## src/rtl/cltest_pkg.sv

```systemverilog
package cltest_pkg;

    typedef enum logic [1:0] {
        ST_IDLE   = 2'd0,
        ST_SETTLE = 2'd1,
        ST_SAMPLE = 2'd2,
        ST_WRAP   = 2'd3
    } cl_state_e;

endpackage

```

## src/rtl/cltest_vecgen.sv

```systemverilog
module cltest_vecgen #(
    parameter int N_PINS = 8,
    parameter int IDX_W  = 3
) (
    input  logic [IDX_W-1:0]  step_i,
    input  logic              zeros_i,
    output logic [N_PINS-1:0] vec_o
);
    // One comparator per pin; polarity flips the whole vector.
    for (genvar g = 0; g < N_PINS; g++) begin : g_pin
        assign vec_o[g] = (step_i == IDX_W'(g)) ^ zeros_i;
    end
endmodule

```

## src/rtl/cltest_refmem.sv

```systemverilog
module cltest_refmem #(
    parameter int N_PINS = 8,
    parameter int IDX_W  = 3
) (
    input  logic              clk,
    input  logic              rst_n,
    input  logic              we_i,
    input  logic [IDX_W-1:0]  addr_i,
    input  logic [N_PINS-1:0] wdata_i,
    output logic [N_PINS-1:0] rdata_o
);
    logic [N_PINS-1:0] mem_q [N_PINS];

    always_ff @(posedge clk) begin
        if (we_i) begin
            mem_q[addr_i] <= wdata_i;
        end
    end

    assign rdata_o = mem_q[addr_i];

    // every write lands on a real step entry
    a_r9_write_in_range: assert property (@(posedge clk) disable iff (!rst_n)
        we_i |-> (int'(addr_i) < N_PINS));
endmodule

```

## src/rtl/cltest_top.sv

```systemverilog
module cltest_top
    import cltest_pkg::*;
#(
    parameter int N_PINS   = 8,
    parameter int SETTLE_W = 8,
    localparam int IDX_W   = (N_PINS > 1) ? $clog2(N_PINS) : 1
) (
    input  logic                clk,
    input  logic                rst_n,
    input  logic                start_i,
    input  logic                learn_i,
    input  logic                zeros_i,
    input  logic [SETTLE_W-1:0] settle_i,
    output logic [N_PINS-1:0]   drive_o,
    input  logic [N_PINS-1:0]   sense_i,
    input  logic                sense_vld_i,
    output logic                busy_o,
    output logic                done_o,
    output logic                fail_o,
    output logic [IDX_W-1:0]    fail_step_o,
    output logic                no_ref_o
);
    localparam logic [IDX_W-1:0] LAST_STEP = IDX_W'(N_PINS - 1);

    cl_state_e           state_q, state_d;
    logic [IDX_W-1:0]    step_q;
    logic [SETTLE_W-1:0] cnt_q, settle_q;
    logic                learn_q, zeros_q;
    logic                done_q, fail_q, noref_q;
    logic [IDX_W-1:0]    fstep_q;
    logic                ref_valid_q, ref_zeros_q;

    logic                start_acc, ref_ok, may_run, accept, last_step, stepping;
    logic                mem_we, mismatch;
    logic [N_PINS-1:0]   vec, ref_vec;

    cltest_vecgen #(.N_PINS(N_PINS), .IDX_W(IDX_W)) u_vecgen (
        .step_i  (step_q),
        .zeros_i (zeros_q),
        .vec_o   (vec)
    );

    cltest_refmem #(.N_PINS(N_PINS), .IDX_W(IDX_W)) u_refmem (
        .clk     (clk),
        .rst_n   (rst_n),
        .we_i    (mem_we),
        .addr_i  (step_q),
        .wdata_i (sense_i),
        .rdata_o (ref_vec)
    );

    assign start_acc = (state_q == ST_IDLE) && start_i;
    assign ref_ok    = ref_valid_q && (ref_zeros_q == zeros_i);
    assign may_run   = learn_i || ref_ok;
    assign accept    = (state_q == ST_SAMPLE) && sense_vld_i;
    assign last_step = (step_q == LAST_STEP);
    assign mem_we    = accept && learn_q;
    assign mismatch  = (sense_i != ref_vec);

    // Next-state logic
    always_comb begin
        state_d = state_q;
        unique case (state_q)
            ST_IDLE:   if (start_acc && may_run) state_d = ST_SETTLE;
            ST_SETTLE: if (cnt_q == '0)          state_d = ST_SAMPLE;
            ST_SAMPLE: if (sense_vld_i)          state_d = last_step ? ST_WRAP : ST_SETTLE;
            ST_WRAP:                             state_d = ST_IDLE;
            default:                             state_d = ST_IDLE;
        endcase
    end

    // State register
    always_ff @(posedge clk or negedge rst_n) begin
        if (!rst_n) state_q <= ST_IDLE;
        else        state_q <= state_d;
    end

    // Step, settle, result and reference bookkeeping
    always_ff @(posedge clk or negedge rst_n) begin
        if (!rst_n) begin
            step_q      <= '0;
            cnt_q       <= '0;
            settle_q    <= '0;
            learn_q     <= 1'b0;
            zeros_q     <= 1'b0;
            done_q      <= 1'b0;
            fail_q      <= 1'b0;
            noref_q     <= 1'b0;
            fstep_q     <= '0;
            ref_valid_q <= 1'b0;
            ref_zeros_q <= 1'b0;
        end else begin
            if (start_acc) begin
                done_q  <= 1'b0;
                fail_q  <= 1'b0;
                fstep_q <= '0;
                noref_q <= !may_run;
                if (may_run) begin
                    learn_q  <= learn_i;
                    zeros_q  <= zeros_i;
                    settle_q <= settle_i;
                    cnt_q    <= settle_i;
                    step_q   <= '0;
                    if (learn_i) ref_valid_q <= 1'b0;
                end
            end
            if (state_q == ST_SETTLE && cnt_q != '0) begin
                cnt_q <= cnt_q - 1'b1;
            end
            if (accept) begin
                if (!learn_q && mismatch && !fail_q) begin
                    fail_q  <= 1'b1;
                    fstep_q <= step_q;
                end
                if (!last_step) begin
                    step_q <= step_q + 1'b1;
                    cnt_q  <= settle_q;
                end
            end
            if (state_q == ST_WRAP) begin
                done_q <= 1'b1;
                if (learn_q) begin
                    ref_valid_q <= 1'b1;
                    ref_zeros_q <= zeros_q;
                end
            end
        end
    end

    // Outputs
    always_comb begin
        stepping    = (state_q == ST_SETTLE) || (state_q == ST_SAMPLE);
        drive_o     = stepping ? vec : '0;
        busy_o      = (state_q != ST_IDLE);
        done_o      = done_q;
        fail_o      = fail_q;
        fail_step_o = fstep_q;
        no_ref_o    = noref_q;
    end

    // walking ones drives exactly one pin high per step
    a_r1_walk_ones: assert property (@(posedge clk) disable iff (!rst_n)
        (stepping && !zeros_q) |-> ($countones(drive_o) == 1));
    // step index never leaves the pin range
    a_r1_step_range: assert property (@(posedge clk) disable iff (!rst_n)
        (int'(step_q) < N_PINS));
    // walking zeros releases exactly one pin per step
    a_r2_walk_zeros: assert property (@(posedge clk) disable iff (!rst_n)
        (stepping && zeros_q) |-> ($countones(drive_o) == N_PINS - 1));
    // responses are taken only after a settle phase
    a_r3_sample_after_settle: assert property (@(posedge clk) disable iff (!rst_n)
        (state_q == ST_SAMPLE) |-> ($past(state_q) == ST_SETTLE || $past(state_q) == ST_SAMPLE));
    // the latched first failing step does not move during a pass
    a_r5_fstep_hold: assert property (@(posedge clk) disable iff (!rst_n)
        (fail_o && busy_o) |=> $stable(fail_step_o));
    // fail stays set once raised in a pass
    a_r6_fail_hold: assert property (@(posedge clk) disable iff (!rst_n)
        (fail_o && busy_o) |=> fail_o);
    // a refusal never coexists with a running pass
    a_r7_noref_idle: assert property (@(posedge clk) disable iff (!rst_n)
        no_ref_o |-> !busy_o);
    // pins are released while idle
    a_r8_idle_quiet: assert property (@(posedge clk) disable iff (!rst_n)
        !busy_o |-> (drive_o == '0));
endmodule

```

## config.mk

```make
export PLATFORM = sky130hd
export DESIGN_NAME = cltest_top
export DESIGN_NICKNAME = d
export VERILOG_FILES = /design/src/rtl/cltest_pkg.sv /design/src/rtl/cltest_vecgen.sv /design/src/rtl/cltest_refmem.sv /design/src/rtl/cltest_top.sv
export SDC_FILE = /design/constraint.sdc
export NUM_CORES = 1
export LEC_CHECK = 0
export CORE_MARGIN = 8
export CORE_UTILIZATION = 58
export DETAILED_ROUTE_END_ITERATION = 12
export GPL_TIMING_DRIVEN = 0
export HOLD_SLACK_MARGIN = 0.05
export MAX_ROUTING_LAYER = met4
export PLACE_DENSITY = 0.82
export SKIP_LAST_GASP = 1
export SYNTH_ARGS = -nofsm -noshare
export SYNTH_HDL_FRONTEND = slang
export SYNTH_HIERARCHICAL = 1
export SYNTH_SLANG_ARGS = --single-unit
```

## constraint.sdc

```tcl
create_clock -name clk -period 3.2 [get_ports clk]
set_input_delay 0.64 -clock clk [delete_from_list [all_inputs] [get_ports clk]]
set_output_delay 0.64 -clock clk [all_outputs]
set_load 0.05 [all_outputs]
```

Word level (Yosys, flattened, before mapping)
Memory sizes are Yosys's and may differ from the RTL's. Index checks and enable logic that the tools add are counted.

Flip-flop bits (word level): 31. Memory bits (writable): 64. ROM bits: 0. Word-level logic and storage cells: 90. Input port bits: 22. Bits in latches: 0. Output and inout port bits: 15. Memories: 1.

Memories: u_refmem.mem_q (depth 8, width 8, read ports 1, clocked after memory_dff 0, write ports 1, line cltest_refmem.sv:12) `logic [N_PINS-1:0] mem_q [N_PINS];`.

Add/subtract/negate cells: 2. Muxes and demuxes: 30. Bitwise operators: 8. Equal/unequal tests: 15. Div/mod/pow operators: 0. Order comparisons: 0. Multipliers: 0. Shift operators: 0. Reductions and logical operators: 22.

Operator list (count): $mux W8 (6); $mux W3 (7); $eq A3 B3 Y1 const B (4); $mux W1 (12); $logic_and A1 B1 Y1 (8); $logic_not A8 Y1 (1); $mux W2 (4); $ne A8 B8 Y1 (1); $pmux W2 S4 (1); $reduce_bool A8 Y1 (1); $sub A8 B1 Y8 const B (1); $xor A1 B1 Y1 (8); $eq A3 B2 Y1 const B (2); $eq A2 B2 Y1 const B (2); $ne A2 B2 Y1 const B (2); $reduce_and A2 Y1 (2); $reduce_bool A2 Y1 (2); $add A3 B1 Y3 const B (1); $eq A3 B1 Y1 const B (1); $logic_not A1 Y1 (3); $logic_not A3 Y1 (1); $reduce_and A3 Y1 (1); $eq A2 B1 Y1 const B (1); $logic_not A2 Y1 (1); 3 further kinds (4).

Logic depth before layout (Yosys ltp)
Gate-level depths: netlist of the first run.

Depth after elaboration: 8. Depth in mapped cells: 11. Mapped depth without buffers: 8.

Hierarchy
Netlist of the first run, hierarchy kept.

By module, submodules not included: cltest_refmem (seq. area each 1921.8 sq um, cells each 121, area an instance 2555.0 sq um, times used 1); cltest_top (seq. area each 775.7 sq um, cells each 175, area an instance 1838.0 sq um, times used 1); cltest_vecgen (seq. area each 0.0 sq um, cells each 17, area an instance 130.1 sq um, times used 1).

Worst setup path before layout of the first run
No wires, ideal clock.

Kind: register -> register. Start: register step_q[0]. End: register fstep_q[0], in the netlist fail_step_o[0]. Setup time: 83 ps. Data required time: 3117 ps. Cell stages (with the launch flop): 10. Data arrival time: 2263 ps. Clock period less this slack: 2345 ps. Path slack: 855 ps. Path through: dfrtp_1 > buf_6 > buf_12 > mux4_2 > mux2_4 > xnor2_1 > nand4_1 > o21ai_1 > nand3_1 > o21ai_0.

Cells in the longest elaborated chain, start to end: 6.

RTL lines: from (decl) (line cltest_top.sv:26) `logic [IDX_W-1:0] step_q;`; from (signal assigned) (line cltest_top.sv:116) `step_q <= step_q + 1'b1;`; $mem_v2 Z8 W8; via ref_vec[0] (line cltest_top.sv:35) `logic [N_PINS-1:0] vec, ref_vec;`; $ne A8 B8 Y1 (line cltest_top.sv:58) `assign mismatch = (sense_i != ref_vec);`; $logic_and A1 B1 Y1 (2 in a row) (line cltest_top.sv:111) `if (!learn_q && mismatch && !fail_q) begin`; $mux W3 (line cltest_top.sv:111); $mux W3 (line cltest_top.sv:110) `if (accept) begin`; to (signal assigned) (line cltest_top.sv:113) `fstep_q <= step_q;`; to (decl) (line cltest_top.sv:30) `logic [IDX_W-1:0] fstep_q;`.

The timed path passes the listed nets, and every way through them passes these cells. A chain may end at the register's enable or synchronous reset.

Worst setup path after layout of the first run
Start: register step_q[2]. End: output port drive_o[4].

Cells in the longest elaborated chain, start to end: 3.

RTL lines: $eq A3 B3 Y1 (line cltest_vecgen.sv:11) `assign vec_o[g] = (step_i == IDX_W'(g)) ^ zeros_i;`; $xor A1 B1 Y1 (line cltest_vecgen.sv:11); via vec[4] (line cltest_top.sv:35); $mux W8 (line cltest_top.sv:133) `drive_o = stepping ? vec : '0;`; to (decl) (line cltest_top.sv:14) `output logic [N_PINS-1:0] drive_o,`.

The timed path passes the listed nets, and every way through them passes these cells.

==> reports/results.ini, run 1 <==
[layout]
nets=391
drive_gt1_share_pct=15.3
fill_cells=512
regArea_um2=2700
utilization_pct=68.5
layout.cells.non_filler=467
antennaDiodeCount=0
areaGrowthSynthToFinish_pct=15.8
multi_input_area_um2=1700

[sta]
fin_worst_skew_ns=0.00962
setup_tns_ns=0
maxSlewViolCount=0
hold_slack_ns=0.313
fin_crit_sh_pct=94.0
slew_headroom_pct=34.7
fin_crit_ns=3.01
hold_viol_final=0
rsz0062_at_grt=false
max_freq_mhz=332
setup_viol=0
worstMarginPinSlew_ns=0.976

[floorplan]
initial_utilization_pct=59.1
die_h_um=104
die-width_um=104
num_rows=32
core_um2=7650
dieArea_um2=10900
ios=37

[logic_synthesis]
syn_nets=344
synth_ff_type=edfxtp_1
yosysTopAreaCellShare_pct=42.5
syn_area_um2=4520
yosys-top-cells-area=edfxtp_1, dfrtp_1, mux4_2
synth_warnings=6
synth_area_leader_cell=edfxtp_1
synth_cell_types=54
synth_edf_count=64
synth_cells=313
async_flop_share_pct=32.6
yosysSeqAreaShare_pct=59.6
syn_area_per_cell_um2=14.5
synth-seq-cells=95

[setup_path]
cp.arrival_ns=2.37
required_ns=2.56
crit_buf_inv=1
critPathKind=reg2out
critPathMaxFanout=14
end_kind=output pin
cp_cell_sequence=nor3b_1 > xor2_1 > and2_1 > clkdlybuf4s50_1
slowest_stage=clkdlybuf4s50_1
cpPeakStageDelay_ns=0.80
cp_top_family=buffers and inverters
start_kind=flop

[clocking]
h-tree-depth=3
clk_pin_slew_ns=0.10
cts_resized=0
post_cts_buffers=0
root_buffer=clkbuf_8
clkSinkCount=95
clock_tree.buffer_depth=2
insertion_delay_ns=0.36
cts_buffers=9
cts_tree=yes
cts_hold_buf=0

[job]
maxCapViolations=0

[detailed_routing]
wl_per_cell_um=19.1
drc=0
via_count=2761
wl_um=8920
routed_via_density=5.91
drt_iter0_drc=180
detail_route.first_pass.iterations=4
ant_nets=0

[placement]
place_congestion=0.845
dp_hpwl_um=6220
dp.cells=451
io_buffers=36

[power]
power.density_nw_per_um2=927
ir_drop_mv=0.436
power.leakage_nw=1.91

[global_routing]
grtUsageTotal_pct=17.4
grt_overflow=0
antenna_found_initial=0
grt_first_pass_wirelength_um=14500
grt_pass1_vias=2805
grt_max_degree=32

[hold_path]
hold_path_class=in2async

[outcome]
status=finished, final reports clean

[power breakdown]
group / internal [W] / leakage, nW / switching (W)
registers: 0.00152 / 0.950 / 0.000206
clock network: 0.000388 / 0.113 / 0.000460
logic: 0.00101 / 0.852 / 0.00128
total: 0.00291 / 1.91 / 0.00194
[worst paths after layout]
check / startpoint / end / slack [ns] / cells past startpoint
min: rst_n / cnt_q[6] / 0.31 / 1
max: step_q[2] / drive_o[4] / 0.19 / 4
min reg2reg: done_o / done_o / 0.49 / 1
max in group asynchronous: rst_n / done_o / 2.43 / 1
min in group clk: done_o / done_o / 0.49 / 1
max reg2reg: step_q[1] / fail_step_o[2] / 0.35 / 10
[flip-flops by register name, indices dropped and copies added (netlist names)]
| register | count |
|---|---|
| cnt_q | 8 |
| step_q | 3 |
| ref_valid_q | 1 |
| settle_q | 8 |
| state_q | 2 |
| no_ref_o | 1 |
| fail_o | 1 |
| ref_zeros_q | 1 |
| fail_step_o | 3 |
| learn_q | 1 |
| done_o | 1 |
| u_refmem/mem_q | 64 |
| zeros_q | 1 |
[per-stage QoR]
stage / setup slack, ns / instance area (um^2) / power [W]
finish: 0.191 / 5240 / 0.00485
global route: 0.00940 / 5240 / 0.00511
CTS: 0.172 / 5240 / 0.00487
detailed placement: 0.183 / 5020 / 0.00402
global placement: 0.127 / 5010 / 0.00395
floorplan: 0.855 / 4520 / 0.00341
[cell type report]
| cell class | count | area share [%] |
|---|---|---|
| inverter | 12 | 0.860 |
| clock inverter | 7 | 1.86 |
| timing repair buffer | 36 | 6.78 |
| clock buffer | 9 | 2.37 |
| multi-input combinational | 194 | 32.5 |
| buffer | 12 | 1.70 |
| tap | 102 | 2.44 |
| sequential | 95 | 51.5 |
[logic make-up after synthesis]
kind of cell | Yosys count | synth area share [%]
muxes | 41 | 13.9
buffers and inverters | 24 | 2.96
AOI/OAI and AO/OA | 42 | 7.44
and+or+nand+nor | 79 | 9.13
DFF | 95 | 59.6
xor gates and xnor gates | 23 | 4.45
adders and majority gates | 9 | 2.49
[cells in the mapped netlist (all sizes together) (2+ instances only)]
cell / count
a211oi: 2
buf: 10
inv: 12
nor3: 6
nand2: 21
nor2: 13
a22o: 4
xnor2: 16
edfxtp: 64
dfrtp: 31
xor2: 7
and2: 8
o21ai: 9
clkbuf: 2
a21oi: 6
ha: 9
nand3b: 5
o31ai: 3
nand3: 11
nand2b: 3
a31oi: 2
mux4: 12
mux2i: 8
nand4: 3
mux2: 21
or3: 2
a21o: 2
nor3b: 4
[worst reg2reg max path, delay by kind of cell, from the launching register on]
kind                   cells  cell delay (ns)
buffers and inverters      2             0.70
AND/OR/NAND/NOR            3             0.44
AO/OA/AOI/OAI              4             0.87
XOR/XNOR                   1             0.22
flip-flops                 1             0.55
[layout by cell type, fill, tap and decap left out, types with 6 or more instances in the layout]
cell type	n
ha_1	9
nor2_1	13
mux2_2	8
mux2_1	6
dfrtp_1	31
edfxtp_1	64
xor2_1	7
mux2i_1	8
mux4_2	8
xnor2_1	16
inv_1	12
nand2_1	21
a21oi_1	6
clkbuf_8	9
clkdlybuf4s50_1	35
and2_1	8
nand3_1	11
mux2_4	7
[per-layer routing]
layer  GRT usage (%)  share of wire (%)  vias to the layer above
met1            21.4                 44                     1372
li1                -                  -                     1269
met5               -                  0                        -
met2            26.9                 48                       98
met4            6.20                2.3                        0
met3            4.83                6.1                       22
Note: power is estimated with default switching activity, not from simulation.
==> run 2, diff against run 1 <==
SKIP_CTS_REPAIR_TIMING = 1   (was unset)
==> results of run 2 <==
Same layout as run 1: the final DEF is identical, and so are final timing and power.
